File: config.mk
export PLATFORM = sky130hd
export DESIGN_NAME = tick_timer8
export DESIGN_NICKNAME = d
export VERILOG_FILES = /design/src/rtl/tick_timer8_pkg.sv /design/src/rtl/tick_timer8_count.sv /design/src/rtl/tick_timer8_flag.sv /design/src/rtl/tick_timer8_wave.sv /design/src/rtl/tick_timer8.sv
export SDC_FILE = /design/constraint.sdc
export NUM_CORES = 1
export LEC_CHECK = 0
export ABC_AREA = 1
export CORE_MARGIN = 2
export CORE_UTILIZATION = 45
export DETAILED_ROUTE_END_ITERATION = 10
export PLACE_DENSITY = 0.95
export SYNTH_ARGS = -nofsm -noshare
export SYNTH_HDL_FRONTEND = slang
export SYNTH_SLANG_ARGS = --single-unit
File: constraint.sdc
create_clock -name clk_i -period 2.65 [get_ports clk_i]
set_input_delay 0.53 -clock clk_i [delete_from_list [all_inputs] [get_ports clk_i]]
set_output_delay 0.53 -clock clk_i [all_outputs]
set_load 0.02 [all_outputs]
File: src/rtl/tick_timer8_pkg.sv
package tick_timer8_pkg;
  typedef enum logic [1:0] {
    PIN_KEEP = 2'b00,
    PIN_FLIP = 2'b01,
    PIN_LOW  = 2'b10,
    PIN_HIGH = 2'b11
  } pin_act_e;

  localparam logic [1:0] MODE_CLR = 2'b01;
  localparam int unsigned EV_OVF = 0;
  localparam int unsigned EV_CMP = 1;
  localparam int unsigned N_EV   = 2;
endpackage

File: src/rtl/tick_timer8_count.sv
module tick_timer8_count #(
  parameter int unsigned W = 8
) (
  input  logic         clk_i,
  input  logic         rst_ni,
  input  logic         tick_i,
  input  logic         clr_mode_i,
  input  logic         we_i,
  input  logic [W-1:0] wdata_i,
  input  logic         cmp_we_i,
  input  logic [W-1:0] cmp_wdata_i,
  output logic [W-1:0] cnt_o,
  output logic [W-1:0] cmp_o,
  output logic         ovf_ev_o,
  output logic         match_ev_o
);
  localparam logic [W-1:0] MAX = {W{1'b1}};

  logic [W-1:0] cnt_q, cnt_d, cmp_q;
  logic         adv;

  assign adv        = tick_i & ~we_i;
  assign match_ev_o = adv & (cnt_q == cmp_q);
  assign ovf_ev_o   = adv & (cnt_q == MAX);

  always_comb begin
    cnt_d = cnt_q;
    if (we_i)                          cnt_d = wdata_i;
    else if (match_ev_o && clr_mode_i) cnt_d = '0;
    else if (adv)                      cnt_d = cnt_q + 1'b1;
  end

  always_ff @(posedge clk_i or negedge rst_ni) begin
    if (!rst_ni) begin
      cnt_q <= '0;
      cmp_q <= '0;
    end else begin
      cnt_q <= cnt_d;
      if (cmp_we_i) cmp_q <= cmp_wdata_i;
    end
  end

  assign cnt_o = cnt_q;
  assign cmp_o = cmp_q;


  hold_cnt_chk: assert property (@(posedge clk_i) disable iff (!rst_ni)
    (!tick_i && !we_i) |=> $stable(cnt_q));

  wrap_cnt_chk: assert property (@(posedge clk_i) disable iff (!rst_ni)
    (tick_i && !we_i && cnt_q == MAX) |=> (cnt_q == '0));

  clr_cnt_chk: assert property (@(posedge clk_i) disable iff (!rst_ni)
    (tick_i && !we_i && clr_mode_i && cnt_q == cmp_q) |=> (cnt_q == '0));

  wr_prio_chk: assert property (@(posedge clk_i) disable iff (!rst_ni)
    we_i |=> (cnt_q == $past(wdata_i)));

  cmp_wr_chk: assert property (@(posedge clk_i) disable iff (!rst_ni)
    cmp_we_i |=> (cmp_q == $past(cmp_wdata_i)));
endmodule

File: src/rtl/tick_timer8_flag.sv
module tick_timer8_flag (
  input  logic clk_i,
  input  logic rst_ni,
  input  logic set_i,
  input  logic ack_i,
  input  logic ie_i,
  output logic flag_o,
  output logic irq_o
);
  logic flag_q;

  // set outranks acknowledge
  always_ff @(posedge clk_i or negedge rst_ni) begin
    if (!rst_ni)      flag_q <= 1'b0;
    else if (set_i)   flag_q <= 1'b1;
    else if (ack_i)   flag_q <= 1'b0;
  end

  assign flag_o = flag_q;
  assign irq_o  = flag_q & ie_i;


  set_wins_chk: assert property (@(posedge clk_i) disable iff (!rst_ni)
    set_i |=> flag_q);

  ack_clr_chk: assert property (@(posedge clk_i) disable iff (!rst_ni)
    (ack_i && !set_i) |=> !flag_q);

  irq_gate_chk: assert property (@(posedge clk_i) disable iff (!rst_ni)
    !flag_q |-> !irq_o);
endmodule

File: src/rtl/tick_timer8_wave.sv
module tick_timer8_wave
  import tick_timer8_pkg::*;
(
  input  logic       clk_i,
  input  logic       rst_ni,
  input  logic       match_ev_i,
  input  logic       clr_mode_i,
  input  logic [1:0] pin_act_i,
  output logic       pin_o,
  output logic       pin_oe_o
);
  pin_act_e act;
  logic     pin_q, pin_d;

  assign act = pin_act_e'(pin_act_i);

  always_comb begin
    pin_d = pin_q;
    if (match_ev_i && clr_mode_i) begin
      unique case (act)
        PIN_FLIP: pin_d = ~pin_q;
        PIN_LOW:  pin_d = 1'b0;
        PIN_HIGH: pin_d = 1'b1;
        default:  pin_d = pin_q;
      endcase
    end
  end

  always_ff @(posedge clk_i or negedge rst_ni) begin
    if (!rst_ni) pin_q <= 1'b0;
    else         pin_q <= pin_d;
  end

  assign pin_o    = pin_q;
  assign pin_oe_o = (act != PIN_KEEP);


  flip_pin_chk: assert property (@(posedge clk_i) disable iff (!rst_ni)
    (match_ev_i && clr_mode_i && pin_act_i == 2'b01) |=> (pin_q != $past(pin_q)));

  keep_pin_chk: assert property (@(posedge clk_i) disable iff (!rst_ni)
    (pin_act_i == 2'b00 || !clr_mode_i) |=> $stable(pin_q));
endmodule

File: src/rtl/tick_timer8.sv
module tick_timer8
  import tick_timer8_pkg::*;
#(
  parameter int unsigned W = 8
) (
  input  logic         clk_i,
  input  logic         rst_ni,
  input  logic         tick_i,
  input  logic [1:0]   mode_i,
  input  logic         cnt_we_i,
  input  logic [W-1:0] cnt_wdata_i,
  input  logic         cmp_we_i,
  input  logic [W-1:0] cmp_wdata_i,
  input  logic [1:0]   pin_act_i,
  input  logic         ovf_ie_i,
  input  logic         cmp_ie_i,
  input  logic         ovf_ack_i,
  input  logic         cmp_ack_i,
  input  logic         trig_sel_i,
  output logic [W-1:0] count_o,
  output logic [W-1:0] cmp_o,
  output logic         ovf_flag_o,
  output logic         cmp_flag_o,
  output logic         ovf_irq_o,
  output logic         cmp_irq_o,
  output logic         pin_o,
  output logic         pin_oe_o,
  output logic         trig_o
);
  logic            clr_mode;
  logic [N_EV-1:0] ev, ack, ie, flag, irq;
  logic            trig_q;

  assign clr_mode = (mode_i == MODE_CLR);

  tick_timer8_count #(.W(W)) u_count (
    .clk_i       (clk_i),
    .rst_ni      (rst_ni),
    .tick_i      (tick_i),
    .clr_mode_i  (clr_mode),
    .we_i        (cnt_we_i),
    .wdata_i     (cnt_wdata_i),
    .cmp_we_i    (cmp_we_i),
    .cmp_wdata_i (cmp_wdata_i),
    .cnt_o       (count_o),
    .cmp_o       (cmp_o),
    .ovf_ev_o    (ev[EV_OVF]),
    .match_ev_o  (ev[EV_CMP])
  );

  assign ack[EV_OVF] = ovf_ack_i;
  assign ack[EV_CMP] = cmp_ack_i;
  assign ie[EV_OVF]  = ovf_ie_i;
  assign ie[EV_CMP]  = cmp_ie_i;

  for (genvar g = 0; g < N_EV; g++) begin : g_flag
    tick_timer8_flag u_flag (
      .clk_i  (clk_i),
      .rst_ni (rst_ni),
      .set_i  (ev[g]),
      .ack_i  (ack[g]),
      .ie_i   (ie[g]),
      .flag_o (flag[g]),
      .irq_o  (irq[g])
    );
  end

  assign ovf_flag_o = flag[EV_OVF];
  assign cmp_flag_o = flag[EV_CMP];
  assign ovf_irq_o  = irq[EV_OVF];
  assign cmp_irq_o  = irq[EV_CMP];

  tick_timer8_wave u_wave (
    .clk_i      (clk_i),
    .rst_ni     (rst_ni),
    .match_ev_i (ev[EV_CMP]),
    .clr_mode_i (clr_mode),
    .pin_act_i  (pin_act_i),
    .pin_o      (pin_o),
    .pin_oe_o   (pin_oe_o)
  );

  always_ff @(posedge clk_i or negedge rst_ni) begin
    if (!rst_ni) trig_q <= 1'b0;
    else         trig_q <= trig_sel_i ? ev[EV_CMP] : ev[EV_OVF];
  end

  assign trig_o = trig_q;


  trig_cmp_chk: assert property (@(posedge clk_i) disable iff (!rst_ni)
    (trig_sel_i && ev[EV_CMP]) |=> trig_o);

  trig_ovf_chk: assert property (@(posedge clk_i) disable iff (!rst_ni)
    (!trig_sel_i && ev[EV_OVF]) |=> trig_o);

  trig_quiet_chk: assert property (@(posedge clk_i) disable iff (!rst_ni)
    (ev == '0) |=> !trig_o);
endmodule

After elaboration in Yosys (flattened, before gate mapping). Index checks and enable logic that the tools add are counted.

Register bits after elaboration: 20. Logic and storage cells: 36. Memories: 0. Output and inout port bits: 23. Latch bits: 0. Memory bits (writable): 0. Bits in read-only memories: 0.

Shift operators: 0. Multipliers: 0. Bitwise gates (word level): 7. Divide/modulo/power cells: 0. Reductions and logical operators: 7. Add/subtract/negate cells: 1. Equality and inequality tests: 6. $lt $le $gt $ge: 0. Mux-type cells: 9.

Operators with widths (count): $mux 8 (3); $add 8x1->8 const B (1); $eq 8x8->1 (1); $eq 8x8->1 const B (1); $reduce_bool 2->1 (3); $reduce_bool 3->1 (2); $and 1x1->1 (5); $mux 1 (5); $eq 2x1->1 const B (2); $eq 2x2->1 const B (2); $pmux 1 s3 (1); $not 1->1 (2); $reduce_and 2->1 (1); $logic_and 1x1->1 (1).

Logic depth before layout (Yosys ltp).
Depth in word-level cells: 6. Depth in mapped cells: 10. Depth with buffers taken out: 10.

Hierarchy. From an unflattened synthesis, not the netlist that was laid out.

Cells, all modules: 171. Area total of the unflattened synthesis: 1297.5 sq um.

Modules (own cells, without submodules): tick_timer8_count (cells an instance 139, sequential area each 400.4 sq um, area an instance 1088.5 sq um, times used 1); tick_timer8_flag (cells an instance 7, sequential area each 25.0 sq um, area an instance 47.5 sq um, times used 2); tick_timer8_wave (cells an instance 11, sequential area each 25.0 sq um, area an instance 66.3 sq um, times used 1); tick_timer8 (cells an instance 7, sequential area each 25.0 sq um, area an instance 47.5 sq um, times used 1).

Worst setup path after synthesis. Ideal clock, no wire load.

Path type: in2reg. From: input cnt_we_i. To: register u_wave.pin_q, in the netlist u_wave.pin_o. Cell stages on the path: 9. Setup slack: 1.147 ns. Data arrival time: 1.384 ns. Required time: 2.531 ns. Cells stage by stage: buf_6 inv_6 nand2_4 nor2_4 nand3_2 nor2_4 nand3_4 o21ai_1 nand2_1.

Word-level cells in the longest chain between the ends: 5.

Ends and longest elaborated chain: from (decl) (line tick_timer8.sv:10) `input logic cnt_we_i,`; $not 1->1 (line tick_timer8_count.sv:22) `assign adv = tick_i & ~we_i;`; $and 1x1->1 (line tick_timer8_count.sv:22); $and 1x1->1 (line tick_timer8_count.sv:23) `assign match_ev_o = adv & (cnt_q == cmp_q);`; $logic_and 1x1->1 (line tick_timer8_wave.sv:19) `if (match_ev_i && clr_mode_i) begin`; $reduce_and 2->1 (no line); to (signal assigned) (line tick_timer8_wave.sv:31) `else pin_q <= pin_d;`; to (decl) (line tick_timer8_wave.sv:13) `logic pin_q, pin_d;`.

No other way between the ends. A chain may end at the register's enable or synchronous reset.

Worst setup path in the final report.
From: input pin_act_i[0]. To: output pin_oe_o.

Word-level cells in the longest chain between the ends: 1.

Ends and longest elaborated chain: from (decl) (line tick_timer8.sv:14) `input logic [1:0] pin_act_i,`; $reduce_bool 2->1 (line tick_timer8_wave.sv:35) `assign pin_oe_o = (act != PIN_KEEP);`; to (decl) (line tick_timer8.sv:27) `output logic pin_oe_o,`.

No other way between the ends.

==> flow_metrics.env <==
export IMPL_diodes=0
export IMPL_reg2reg_from="u_count.cnt_o[0]"
export IMPL_max_vdd_ir_drop_mv=0.442
export IMPL_clock_tree_buffer_depth=2
export IMPL_cts_sink_count=20
export IMPL_routed_length_per_instance_um=11.9
export IMPL_utilization_pct=72.4
export IMPL_share_seq_of_total_power_pct=40.7
export IMPL_tritoncts="yes"
export IMPL_finalWirelength_mm=3.06
export IMPL_worst_setup_hold_path_clk_slew_ns=0.13
export IMPL_synth_nets=202
export IMPL_cts_hold_buf=0
export IMPL_timing_final_crit_share_pct=84.1
export IMPL_max_cap_viol_count=0
export IMPL_starting_density_pct=48.4
export IMPL_synthesis_area_um2=1230
export IMPL_drive_above_1_share_pct=8.37
export IMPL_worst_ep_arrival_time_ns=1.70
export IMPL_cts_repair_resized=0
export IMPL_syn_to_final_growth_pct=49.5
export IMPL_timing_clock_skew_ns=0.0195
export IMPL_setup_tns_final_ns=0
export IMPL_path_common_cell="sky130_fd_sc_hd__clkdlybuf4s50_1"
export IMPL_total_iterations_of_the_first_detailed_routing_run=4
export IMPL_leakagePower_nw=0.884
export IMPL_synth_area_leaders="sky130_fd_sc_hd__dfrtp_1 41%, sky130_fd_sc_hd__nand2_1 14%, sky130_fd_sc_hd__inv_1 8.2%, sky130_fd_sc_hd__a21oi_1 6.1%, sky130_fd_sc_hd__nand3_1 5.3%"
export IMPL_syn_inst=171
export IMPL_tritoncts_num_buffers=3
export IMPL_fin_ws_ns=0.422
export IMPL_worstSetupPathType="input pin to primary output"
export IMPL_netlist_top_cell_by_area="sky130_fd_sc_hd__dfrtp_1"
export IMPL_ant_nets=0
export IMPL_place_area_um2=1790
export IMPL_dieHeight_um=56.3
export IMPL_switchingPower_uw=295
export IMPL_port_buffers=52
export IMPL_ctsHtreeMaxLevel=1
export IMPL_relative_slew_slack_pct=68.9
export IMPL_critical_path_cell_chain="clkdlybuf4s50_1 -> nor2_1 -> inv_1 -> clkdlybuf4s50_1"
export IMPL_ys_seq_area_share_pct=40.6
export IMPL_dp_worst_setup_slack_ns=0.420
export IMPL_design_portCount=53
export IMPL_worst_margin_slew_ns=0.465
export IMPL_setup_worst_path_start="pin_act_i[0]"
export IMPL_slowest_delay_ns=0.58
export IMPL_fp_coreArea_um2=2540
export IMPL_fin_hold_ws_ns=0.526
export IMPL_floorplan_die_area_um2=3170
export IMPL_vias_per_cell=5.07
export IMPL_outcome="finished clean"
export IMPL_final_min_clock_period_ns=2.23
export IMPL_global_route_wire_length_before_repair_mm=5.27
export IMPL_synth_yosys_warnings=0
export IMPL_instances_no_fill=257
export IMPL_post_synthesis_sequential_element_count=20
export IMPL_report_power_total_uw=919
export IMPL_place_gp_congestion=0.829
export IMPL_grt_pass1_vias=1252
export IMPL_largest_net_degree_at_the_start_of_global_routing=21
export IMPL_clock_power_share_pct=28.0
export IMPL_cts_root_buffer="sky130_fd_sc_hd__clkbuf_4"
export IMPL_crit_slowest_cell="sky130_fd_sc_hd__clkdlybuf4s50_1"
export IMPL_required_ns=2.12
export IMPL_worst_hold_path_type="input pin to async pin"
export IMPL_number_of_vias_in_the_routed_layout=1304
export IMPL_pwr_share_comb_pct=31.3
export IMPL_nets=259
export IMPL_synthesis_area_per_instance_um2=7.21
export IMPL_total_global_route_track_usage_pct=21.0
export IMPL_drt_drc_violations_left=0
export IMPL_cells_after_dpl=253
export IMPL_synth_distinct_cells=23
export IMPL_worst_r2r_cell_count=7
export IMPL_worst_setup_path_start_kind="input pin"
export IMPL_postCtsSetupBuffers=0
export IMPL_clock_insertion_delay_worst_skew_ns=0.32
export IMPL_floorplan_die_width_um=56.3
export IMPL_synth_top_cell_area_share_pct=40.6
export IMPL_setup_viol_count_final=0
export IMPL_grt_setup_unrepaired="no"
export IMPL_antenna_violations_before_repair=0
export IMPL_final_max_slew_violation_count=0
export IMPL_crit_path_end_kind="primary output"
export IMPL_p_int_uw=624
export IMPL_dr_first_iter_drc_count=26
export IMPL_power_switching_share_pct=32.1
export IMPL_power_density_nw_per_um2=499
export IMPL_place_detailed_hpwl_mm=2.38
export IMPL_final_hold_violation_count=0
export IMPL_num_rows=18
export IMPL_global_route_overflow_total=0
export IMPL_fmax_ghz=0.449
export IMPL_post_route_cell_area_um2=1840
export IMPL_critPathMaxFanout=2
routing by layer:
metal	vias to the layer above	GRT usage (%)	wire, um
met5	-	0	0
met4	0	9.86	82
met3	9	3.69	248
met2	57	35.8	1480
met1	590	25.7	1250
li1	648	-	-
Yosys cell counts (all sizes together):
cell	instances
o21ai	10
mux2	2
inv	30
ha	1
xor2	3
clkbuf	1
nand4	3
a21oi	16
nand3	15
dfrtp	20
nand2	48
nor3	1
nor2	20
buf	1
path summary, 6_finish.rpt:
kind	endpoint	slack, ns
min in group clk_i	g_flag[1].u_flag.flag_o	0.55
max in group asynchronous	u_count.cnt_o[7]	1.89
hold reg to reg	g_flag[1].u_flag.flag_o	0.55
setup reg to reg	trig_o	1.09
hold / removal	u_count.cmp_o[1]	0.53
setup / recovery	pin_oe_o	0.42
registers in the layout, summed over array words and instances (netlist names):
register              cells
u_count.cmp_o             8
g_flag.u_flag.flag_o      2
u_count.cnt_o             8
trig_o                    1
u_wave.pin_o              1
cells by family (layout without fill, tap and decap cells):
logic type	after synthesis	count (layout)	synth area share, %
multiplexers	2	2	1.83
adder cells (fa/ha/maj)	1	1	1.02
AND/OR/NAND/NOR	87	87	32.8
XOR/XNOR	3	3	2.13
buffers and inverters	32	88	10.8
AO/OA/AOI/OAI	26	26	10.9
flip-flops	20	20	40.6
layout make-up:
type,count,area (um2)
fill,202,702
multi-input combinational,119,599
timing repair buffer,54,536
sequential,20,500
inverter,30,118
tap,30,37.5
clock inverter,1,30.0
clock buffer,3,22.5
worst max-delay path: cells and delay by family:
family / cells / cell delay [ns]
buffers and inverters: 3 / 1.11
and+or+nand+nor: 1 / 0.06
cell usage in the layout (no fill, tap or decap), types with 9 or more instances in the layout:
| cell type | instances |
|---|---|
| sky130_fd_sc_hd__nand2_1 | 46 |
| sky130_fd_sc_hd__dfrtp_1 | 20 |
| sky130_fd_sc_hd__inv_1 | 27 |
| sky130_fd_sc_hd__nand3_1 | 13 |
| sky130_fd_sc_hd__o21ai_0 | 9 |
| sky130_fd_sc_hd__a21oi_1 | 15 |
| sky130_fd_sc_hd__clkdlybuf4s50_1 | 52 |
| sky130_fd_sc_hd__nor2_1 | 17 |
power groups by stage:
stage	combinational, mW	clock, mW	sequential [mW]
after CTS	0.290	0.263	0.373
after global routing	0.315	0.274	0.380
after floorplan	0.119	0	0.407
final	0.287	0.258	0.374
after global placement	0.280	0	0.378
after detailed placement	0.288	0	0.379
Power figures use the tool's default switching activity.
